==> src/rtl/slot_irq_pkg.sv <==
package slot_irq_pkg;
    localparam int NSLOT    = 4;
    localparam int NLINE    = 2;
    localparam int NSRC     = NSLOT * NLINE;
    localparam int AW       = 8;
    localparam int DW       = 16;
    localparam int CW       = 8;
    localparam int SLOT_W   = $clog2(NSLOT);
    localparam int IOFF_W   = 6;

    // status word layout
    localparam int TMO_BASE = 12;

    // control byte fields
    localparam int CB_TMO_EN = 2;
    localparam int CB_EDGE   = 4;
    localparam int CB_EN     = 6;

    // register offsets
    localparam logic [AW-1:0] OFS_REV   = 8'h00;
    localparam logic [AW-1:0] OFS_CTRL0 = 8'h02;
    localparam logic [AW-1:0] OFS_RST   = 8'h0A;
    localparam logic [AW-1:0] OFS_STAT  = 8'h0C;

    typedef logic [NSLOT-1:0][CW-1:0] ctrl_arr_t;

    typedef struct packed {
        ctrl_arr_t ctrl;
    } bank_st_t;

    typedef struct packed {
        logic [NSRC-1:0]  irq;
        logic [NSLOT-1:0] tmo;
        logic [NSRC-1:0]  in_hist;
        logic             pulse;
    } core_st_t;
endpackage

==> src/rtl/slot_ctrl_bank.sv <==
module slot_ctrl_bank
    import slot_irq_pkg::*;
(
    input  logic             clk,
    input  logic             rst_n,
    input  logic             wr_en,
    input  logic [AW-1:0]    addr,
    input  logic [CW-1:0]    wdata,
    output ctrl_arr_t        ctrl_q
);
    bank_st_t st_d, st_q;
    logic [NSLOT-1:0] hit;

    for (genvar s = 0; s < NSLOT; s++) begin : g_dec
        localparam logic [AW-1:0] MY_OFS = OFS_CTRL0 + AW'(2 * s);
        assign hit[s] = wr_en && (addr == MY_OFS);

        assert_ctrl_hold_R2: assert property (@(posedge clk) disable iff (!rst_n)
            !hit[s] |=> $stable(ctrl_q[s]));
    end

    always_comb begin
        st_d = st_q;
        for (int s = 0; s < NSLOT; s++) begin
            if (hit[s]) st_d.ctrl[s] = wdata;
        end
    end

    always_ff @(posedge clk) begin
        if (!rst_n) st_q <= '0;
        else        st_q <= st_d;
    end

    assign ctrl_q = st_q.ctrl;
endmodule

==> src/rtl/irq_status_core.sv <==
module irq_status_core
    import slot_irq_pkg::*;
(
    input  logic              clk,
    input  logic              rst_n,
    input  logic [NSRC-1:0]   line_en,
    input  logic [NSRC-1:0]   line_edge,
    input  logic [NSLOT-1:0]  tmo_en,
    input  logic [NSRC-1:0]   mod_irq,
    input  logic [NSLOT-1:0]  tmo_evt,
    input  logic              clr_wr,
    input  logic [DW-1:0]     clr_mask,
    input  logic              ack_stb,
    input  logic [SLOT_W-1:0] ack_slot,
    input  logic [IOFF_W-1:0] ack_off,
    output logic [DW-1:0]     status_word,
    output logic              host_irq
);
    core_st_t st_d, st_q;
    logic [NSRC-1:0]  rise, fall, ack_hit, ack_clr, w1c_irq;
    logic [NSLOT-1:0] w1c_tmo;
    logic             lvl;

    for (genvar s = 0; s < NSLOT; s++) begin : g_slot
        for (genvar i = 0; i < NLINE; i++) begin : g_line
            localparam int K = s * NLINE + i;
            assign ack_hit[K] = ack_stb && (ack_slot == SLOT_W'(s))
                                && (ack_off == IOFF_W'(2 * i));

            assert_disabled_no_set_R4: assert property (@(posedge clk) disable iff (!rst_n)
                (!line_en[K] && !st_q.irq[K]) |=> !st_q.irq[K]);

            assert_ack_level_clear_R9: assert property (@(posedge clk) disable iff (!rst_n)
                (ack_hit[K] && !line_edge[K] && !rise[K]) |=> !st_q.irq[K]);
        end
        assert_tmo_set_R10: assert property (@(posedge clk) disable iff (!rst_n)
            tmo_evt[s] |=> st_q.tmo[s]);
    end

    assign rise    = mod_irq & ~st_q.in_hist & line_en;
    assign fall    = ~mod_irq & st_q.in_hist & line_en;
    assign ack_clr = ack_hit & ~line_edge;
    assign w1c_irq = clr_wr ? clr_mask[NSRC-1:0] : '0;
    assign w1c_tmo = clr_wr ? clr_mask[TMO_BASE +: NSLOT] : '0;

    always_comb begin
        st_d         = st_q;
        st_d.in_hist = mod_irq;
        // clears first, then sets, so a set in the same cycle wins
        st_d.irq     = (st_q.irq & ~w1c_irq & ~ack_clr & ~fall) | rise;
        st_d.tmo     = (st_q.tmo & ~w1c_tmo) | tmo_evt;
        st_d.pulse   = |((st_d.irq ^ st_q.irq) & line_edge);
    end

    always_ff @(posedge clk) begin
        if (!rst_n) st_q <= '0;
        else        st_q <= st_d;
    end

    always_comb begin
        status_word = '0;
        status_word[NSRC-1:0] = st_q.irq;
        status_word[TMO_BASE +: NSLOT] = st_q.tmo;
    end

    assign lvl      = (|(st_q.irq & ~line_edge)) | (|(st_q.tmo & tmo_en));
    assign host_irq = lvl ^ st_q.pulse;

    assert_quiet_no_pulse_R6: assert property (@(posedge clk) disable iff (!rst_n)
        $stable(st_q.irq) |-> !st_q.pulse);
endmodule

==> src/rtl/reg_read_mux.sv <==
module reg_read_mux
    import slot_irq_pkg::*;
(
    input  logic [AW-1:0] addr,
    input  ctrl_arr_t     ctrl_q,
    input  logic [DW-1:0] status_word,
    output logic [DW-1:0] rdata
);
    logic [NSLOT-1:0] sel;

    for (genvar s = 0; s < NSLOT; s++) begin : g_sel
        assign sel[s] = (addr == (OFS_CTRL0 + AW'(2 * s)));
    end

    // revision, reset and unmapped offsets fall through to zero
    always_comb begin
        rdata = '0;
        if (addr == OFS_STAT) rdata = status_word;
        for (int s = 0; s < NSLOT; s++) begin
            if (sel[s]) rdata = {{(DW-CW){1'b0}}, ctrl_q[s]};
        end
    end
endmodule

==> src/rtl/slot_irq_aggregator.sv <==
module slot_irq_aggregator
    import slot_irq_pkg::*;
(
    input  logic              clk,
    input  logic              rst_n,
    input  logic              bus_wr,
    input  logic [AW-1:0]     bus_addr,
    input  logic [DW-1:0]     bus_wdata,
    output logic [DW-1:0]     bus_rdata,
    input  logic              ack_stb,
    input  logic [SLOT_W-1:0] ack_slot,
    input  logic [IOFF_W-1:0] ack_off,
    input  logic [NSRC-1:0]   mod_irq,
    input  logic [NSLOT-1:0]  tmo_evt,
    output logic              host_irq
);
    ctrl_arr_t        ctrl_q;
    logic [NSRC-1:0]  line_en, line_edge;
    logic [NSLOT-1:0] tmo_en;
    logic [DW-1:0]    status_word;
    logic             clr_wr;

    for (genvar s = 0; s < NSLOT; s++) begin : g_fields
        assign tmo_en[s] = ctrl_q[s][CB_TMO_EN];
        for (genvar i = 0; i < NLINE; i++) begin : g_line
            assign line_en[s*NLINE+i]   = ctrl_q[s][CB_EN + i];
            assign line_edge[s*NLINE+i] = ctrl_q[s][CB_EDGE + i];
        end
    end

    assign clr_wr = bus_wr && (bus_addr == OFS_STAT);

    slot_ctrl_bank u_bank (
        .clk    (clk),
        .rst_n  (rst_n),
        .wr_en  (bus_wr),
        .addr   (bus_addr),
        .wdata  (bus_wdata[CW-1:0]),
        .ctrl_q (ctrl_q)
    );

    irq_status_core u_core (
        .clk         (clk),
        .rst_n       (rst_n),
        .line_en     (line_en),
        .line_edge   (line_edge),
        .tmo_en      (tmo_en),
        .mod_irq     (mod_irq),
        .tmo_evt     (tmo_evt),
        .clr_wr      (clr_wr),
        .clr_mask    (bus_wdata),
        .ack_stb     (ack_stb),
        .ack_slot    (ack_slot),
        .ack_off     (ack_off),
        .status_word (status_word),
        .host_irq    (host_irq)
    );

    reg_read_mux u_rmux (
        .addr        (bus_addr),
        .ctrl_q      (ctrl_q),
        .status_word (status_word),
        .rdata       (bus_rdata)
    );
endmodule

==> config.mk <==
export PLATFORM = sky130hd
export DESIGN_NAME = slot_irq_aggregator
export DESIGN_NICKNAME = d
export VERILOG_FILES = /design/src/rtl/slot_irq_pkg.sv /design/src/rtl/slot_ctrl_bank.sv /design/src/rtl/irq_status_core.sv /design/src/rtl/reg_read_mux.sv /design/src/rtl/slot_irq_aggregator.sv
export SDC_FILE = /design/constraint.sdc
export NUM_CORES = 1
export LEC_CHECK = 0
export BUFFER_PORTS_ARGS = -buffer_cell sky130_fd_sc_hd__buf_2
export CAP_MARGIN = 10
export CORE_MARGIN = 2
export CORE_UTILIZATION = 50
export DETAILED_ROUTE_END_ITERATION = 7
export GPL_TIMING_DRIVEN = 0
export HOLD_SLACK_MARGIN = 0.12
export MAX_ROUTING_LAYER = met4
export PLACE_DENSITY_LB_ADDON = 0.12
export SKIP_LAST_GASP = 1
export SLEW_MARGIN = 20
export SYNTH_ARGS = -nofsm -noshare
export SYNTH_HDL_FRONTEND = slang
export SYNTH_SLANG_ARGS = --single-unit
==> constraint.sdc <==
create_clock -name clk -period 7 [get_ports clk]
set_clock_uncertainty 0.2 [all_clocks]
set_input_delay 0.7 -clock clk [delete_from_list [all_inputs] [get_ports clk]]
set_output_delay 0.7 -clock clk [all_outputs]
set_load 0.02 [all_outputs]
== Word level (Yosys, flattened, before mapping) ==
Index checks and enable logic that the tools add are counted.

* Equal/unequal tests: 9
* Multiplexer cells: 7
* Bitwise gates (word level): 24
* Reductions and logical operators: 22

{| class="wikitable"
|+ Operators with widths
! kind !! number
|-
| bitwise AND 8 bit || 10
|-
| 2-to-1 mux 16 bit || 5
|-
| inverter 8 bit || 6
|-
| logical AND 1 bit || 17
|-
| == test 8 x 3 -> 1 bit, second input constant || 2
|-
| == test 8 x 4 -> 1 bit, second input constant || 2
|-
| OR reduction 8 bit || 2
|-
| bitwise AND 4 bit || 2
|-
| == test 8 x 2 -> 1 bit, second input constant || 1
|-
| 2-to-1 mux 8 bit || 1
|-
| bitwise OR 8 bit || 1
|-
| XOR 8 bit || 1
|-
| == test 6 x 2 -> 1 bit, second input constant || 1
|-
| logical NOT 6 bit || 1
|-
| == test 2 bit, second input constant || 2
|-
| 2-to-1 mux 4 bit || 1
|-
| inverter 4 bit || 1
|-
| bitwise OR 4 bit || 1
|-
| OR reduction 4 bit || 1
|-
| == test 2 x 1 -> 1 bit, second input constant || 1
|-
| logical NOT 2 bit || 1
|-
| bitwise OR 1 bit || 1
|-
| XOR 1 bit || 1
|}

* Register bits: 53
* Input bits: 48

== Longest topological paths before layout ==
* Depth after elaboration: 11
* Depth in mapped cells: 9
* Depth with buffers taken out: 7

== Hierarchy ==
A second synthesis with hierarchy kept.

* Cell total of the unflattened synthesis: 355
* Area total of the unflattened synthesis: 3036.7 µm²

{| class="wikitable"
|+ Modules (own cells, without submodules)
! module !! times used !! cells an instance !! area each (µm²) !! sequential area each (µm²)
|-
| irq_status_core || 1 || 163 || 1295.0 || 420.4
|-
| slot_ctrl_bank || 1 || 119 || 1229.9 || 640.6
|-
| reg_read_mux || 1 || 70 || 484.2 || 0.0
|-
| slot_irq_aggregator || 1 || 3 || 27.5 || 0.0
|}

== Least setup slack after synthesis ==
OpenSTA, ideal clock, no wires.

* Path kind: input-to-output
* From: in bus_addr[6]
* To: out bus_rdata[0]
* Arrival: 2440 ps
* Setup slack: 3660 ps
* Cell stages on the path: 5
* Buffers on the path: 1
* Cell sequence: or4_1 or3_1 buf_6 or3b_2 o21a_1

* Longest elaborated chain between the ends: 6
* Elaborated cells on any way between the ends: 10
* Classes of those cells: eq/ne (5); mux (5)

{| class="wikitable"
|+ Ends and longest elaborated chain
! element !! line !! text
|-
| start: declaration || slot_irq_aggregator.sv:7 || <nowiki>input logic [AW-1:0] bus_addr,</nowiki>
|-
| == test 8 x 4 -> 1 bit || reg_read_mux.sv:18 || <nowiki>if (addr == OFS_STAT) rdata = status_word;</nowiki>
|-
| 2-to-1 mux 16 bit || reg_read_mux.sv:18 ||
|-
| 2-to-1 mux 16 bit (3 in a row) || reg_read_mux.sv:20 || <nowiki>if (sel[s]) rdata = {{(DW-CW){1'b0}}, ctrl_q[s]};</nowiki>
|-
| 2-to-1 mux 16 bit (*) || reg_read_mux.sv:20 ||
|-
| end: declaration || slot_irq_aggregator.sv:9 || <nowiki>output logic [DW-1:0] bus_rdata,</nowiki>
|}

Mark *: on every way between the ends. The rest lies on a longest branch, timed or not.

== Worst setup path after layout ==
* From: in bus_addr[6]
* To: out bus_rdata[4]

The elaborated chain is that of the path after synthesis.

==> flow_metrics.py <==
metrics = {
    "status": {
        "status": "completed",
    },
    "cts": {
        "clk_latency_ps": 310,
        "clockBufferDepth": 2,
        "clock-sinks": 53,
        "root_buffer": "clkbuf_8",
        "cts_tree": "built",
        "cts_buffers": 5,
        "cts_resized": 0,
        "cts.reportedPaths.clkPinSlew_ps": 90,
        "cts_setup_buffers": 0,
        "ctsHoldBuffers": 0,
        "htreeDepth": 2,
    },
    "worst_setup_path": {
        "crit_fanout": 8,
        "critical_path_required_ps": 6100,
        "slowest_stage": "or4_1",
        "crit_top_cell": "buf_2",
        "critPathArrivalTime_ps": 2750,
        "start_kind": "input port",
        "critical_path_class": "in2out",
        "cp_slowest_stage_delay_ps": 540,
        "cp-end-kind": "output pin",
        "crit_chain": "buf_2 -> or4_1 -> or3_1 -> buf_6 -> or3b_2 -> o21a_1 -> buf_2",
    },
    "layout": {
        "area_delta_synth_final_pct": 17.6,
        "antenna_cells": 0,
        "multi_input_area_sq_um": 1640,
        "nNetsFinal": 473,
        "fin_area_sq_um": 3380,
        "fillers": 546,
        "seq_area_sq_um": 1060,
        "final_common_cell": "buf_2",
        "final_cell_mix": "buf_2 (56), dfxtp_1 (53), nand2_1 (47)",
        "drive_gt1_share_pct": 18.8,
    },
    "grt": {
        "antenna_found_initial": 0,
        "grt_overflow": 0,
        "grt_pass1_vias": 2710,
        "grt_pass1_wl_mm": 13.5,
        "grt_max_degree": 17,
        "grt_use_total_pct": 28.3,
    },
    "sta": {
        "fmax_ghz": 0.274,
        "slew_headroom_pct": 55.7,
        "drv_slew": 0,
        "final.setup.tns_ps": 0,
        "rsz0062_at_grt": "false",
        "min_period_ps": 3650,
        "worst_pin_slew_ps": 662,
        "final-hold-violation-count": 0,
        "period_share_pct": 52.2,
        "setup_viol": 0,
    },
    "floorplanning": {
        "num_io_pins": 65,
        "die-width_um": 79.8,
        "dieArea_sq_um": 6370,
        "die_y_um": 79.8,
        "core_region_area_sq_um": 5540,
        "start_util_pct": 51.9,
        "rows": 27,
    },
    "synthesis": {
        "async_reset_ff_share_pct": 0,
        "synthSimpleGateAreaFrac_pct": 27.0,
        "synth_cells": 361,
        "synth_mux_area_share_pct": 10.5,
        "synth_edf_count": 0,
        "ys_warn_count": 0,
        "synth_flop_cell": "dfxtp_1",
        "synth_area_sq_um": 2870,
        "synth_top_family_by_area": "simple AND/OR/NAND/NOR gates",
        "synth_area_per_cell_sq_um": 7.96,
        "synth_compound_area_share_pct": 18.0,
        "ys_types": 52,
        "synthAdderAreaFrac_pct": 0,
        "ys_seq_elements": 53,
        "synth_xor_area_share_pct": 0.914,
        "synth_seq_area_share_pct": 36.9,
    },
    "route": {
        "vias": 2892,
        "ant_nets": 0,
        "drt_iter0_markers": 174,
        "viasPerCell": 5.81,
        "drc_errors": 0,
        "wire_per_inst_um": 17.1,
        "dr.pass1.iters": 5,
        "routed_wl_mm": 8.49,
    },
    "placed_design": {
        "post_dp_cell_area_sq_um": 3250,
        "gp_congestion": 0.943,
        "port_buffers": 54,
        "dp_hpwl_mm": 6.26,
    },
    "power": {
        "powerDensity_nw_per_um2": 180,
        "vdd_drop_max_v": 0.000132,
        "fin_total_pwr_uw": 608,
        "leakage_nw": 1.30,
    },
    "job": {
        "maxCapViolations": 0,
    },
    "min_path": {
        "hp-class": "reg2reg",
    },
}
==> routing by layer <==
| layer | part of all wire, % | routed length (um) | track usage [%] | vias to the layer above |
|---|---|---|---|---|
| li1 | - | - | - | 1398 |
| met1 | 43 | 3680 | 38.4 | 1358 |
| met2 | 47 | 4030 | 44.9 | 128 |
| met3 | 8.0 | 680 | 4.19 | 8 |
| met4 | 1.1 | 97 | 6.78 | 0 |
| met5 | 0 | 0 | - | - |
==> metrics by stage <==
step                      setup slack (ps)  utilization (%)  cells  hold WS (ps)
after global placement                3390             58.6    490           239
after floorplan                       3660                -    364           232
after CTS                             3360             61.0    498           259
final                                 3350             61.0    498           255
after detailed placement              3360             58.6    490           246
after global routing                  3300             61.0    498           291
==> where the power goes <==
part | internal (mW) | switching [mW]
Combinational | 0.0206 | 0.0344
Sequential | 0.306 | 0.00331
Clock | 0.142 | 0.102
==> cells in the mapped netlist (all sizes together), types with 2 or more instances <==
cell type	number	area (sq um)
dfxtp	53	1060
nand2	47	176
nor2	39	146
a21oi	37	185
mux2i	28	280
inv	23	86.3
nand3	13	65.1
buf	11	70.1
o21ai	11	55.1
and2	9	56.3
nand4	9	56.3
clkbuf	7	27.5
and3	5	31.3
nand2b	5	31.3
nor3b	5	42.5
o32ai	5	43.8
a32oi	4	35.0
nand3b	4	30.0
o22ai	4	25.0
a221oi	3	26.3
a22o	3	26.3
nor3	3	26.3
o21a	3	22.5
a32o	2	20.0
mux2	2	22.5
o221ai	2	17.5
o32a	2	20.0
or2	2	12.5
or3	2	12.5
xor2	2	17.5
==> registers in the layout, summed over array words and instances (netlist names) <==
register            cells
u_bank.ctrl_q          32
u_core.status_word     12
u_core.st_q             9
==> path summary, 6_finish.rpt <==
path / start / endpoint / slack (ps) / cells after the start
worst min-delay path: u_bank.ctrl_q[17] / u_bank.ctrl_q[17] / 250 / 2
worst min register to register: u_bank.ctrl_q[17] / u_bank.ctrl_q[17] / 250 / 2
worst max-delay path: bus_addr[6] / bus_rdata[4] / 3350 / 7
worst max register to register: u_bank.ctrl_q[20] / u_core.st_q[0] / 4820 / 6
==> kinds of logic after synthesis <==
family,after synthesis
buffers and inverters,42
other,1
DFF,53
xor gates and xnor gates,3
and+or+nand+nor,151
AOI/OAI and AO/OA,81
muxes,30
==> area by class of cell <==
type / count / area share (%)
multi-input combinational: 269 / 48.4
sequential: 53 / 31.4
timing repair buffer: 54 / 8.00
buffer: 18 / 2.89
inverter: 24 / 2.67
tap: 72 / 2.67
clock buffer: 5 / 2.04
clock inverter: 3 / 1.93
==> worst max-delay path: cells and delay by family <==
family,cells,cell delay [ps]
and+or+nand+nor,3,1430
buffers and inverters,3,430
AOI/OAI and AO/OA,1,200
(Power assumes the default switching activity.)
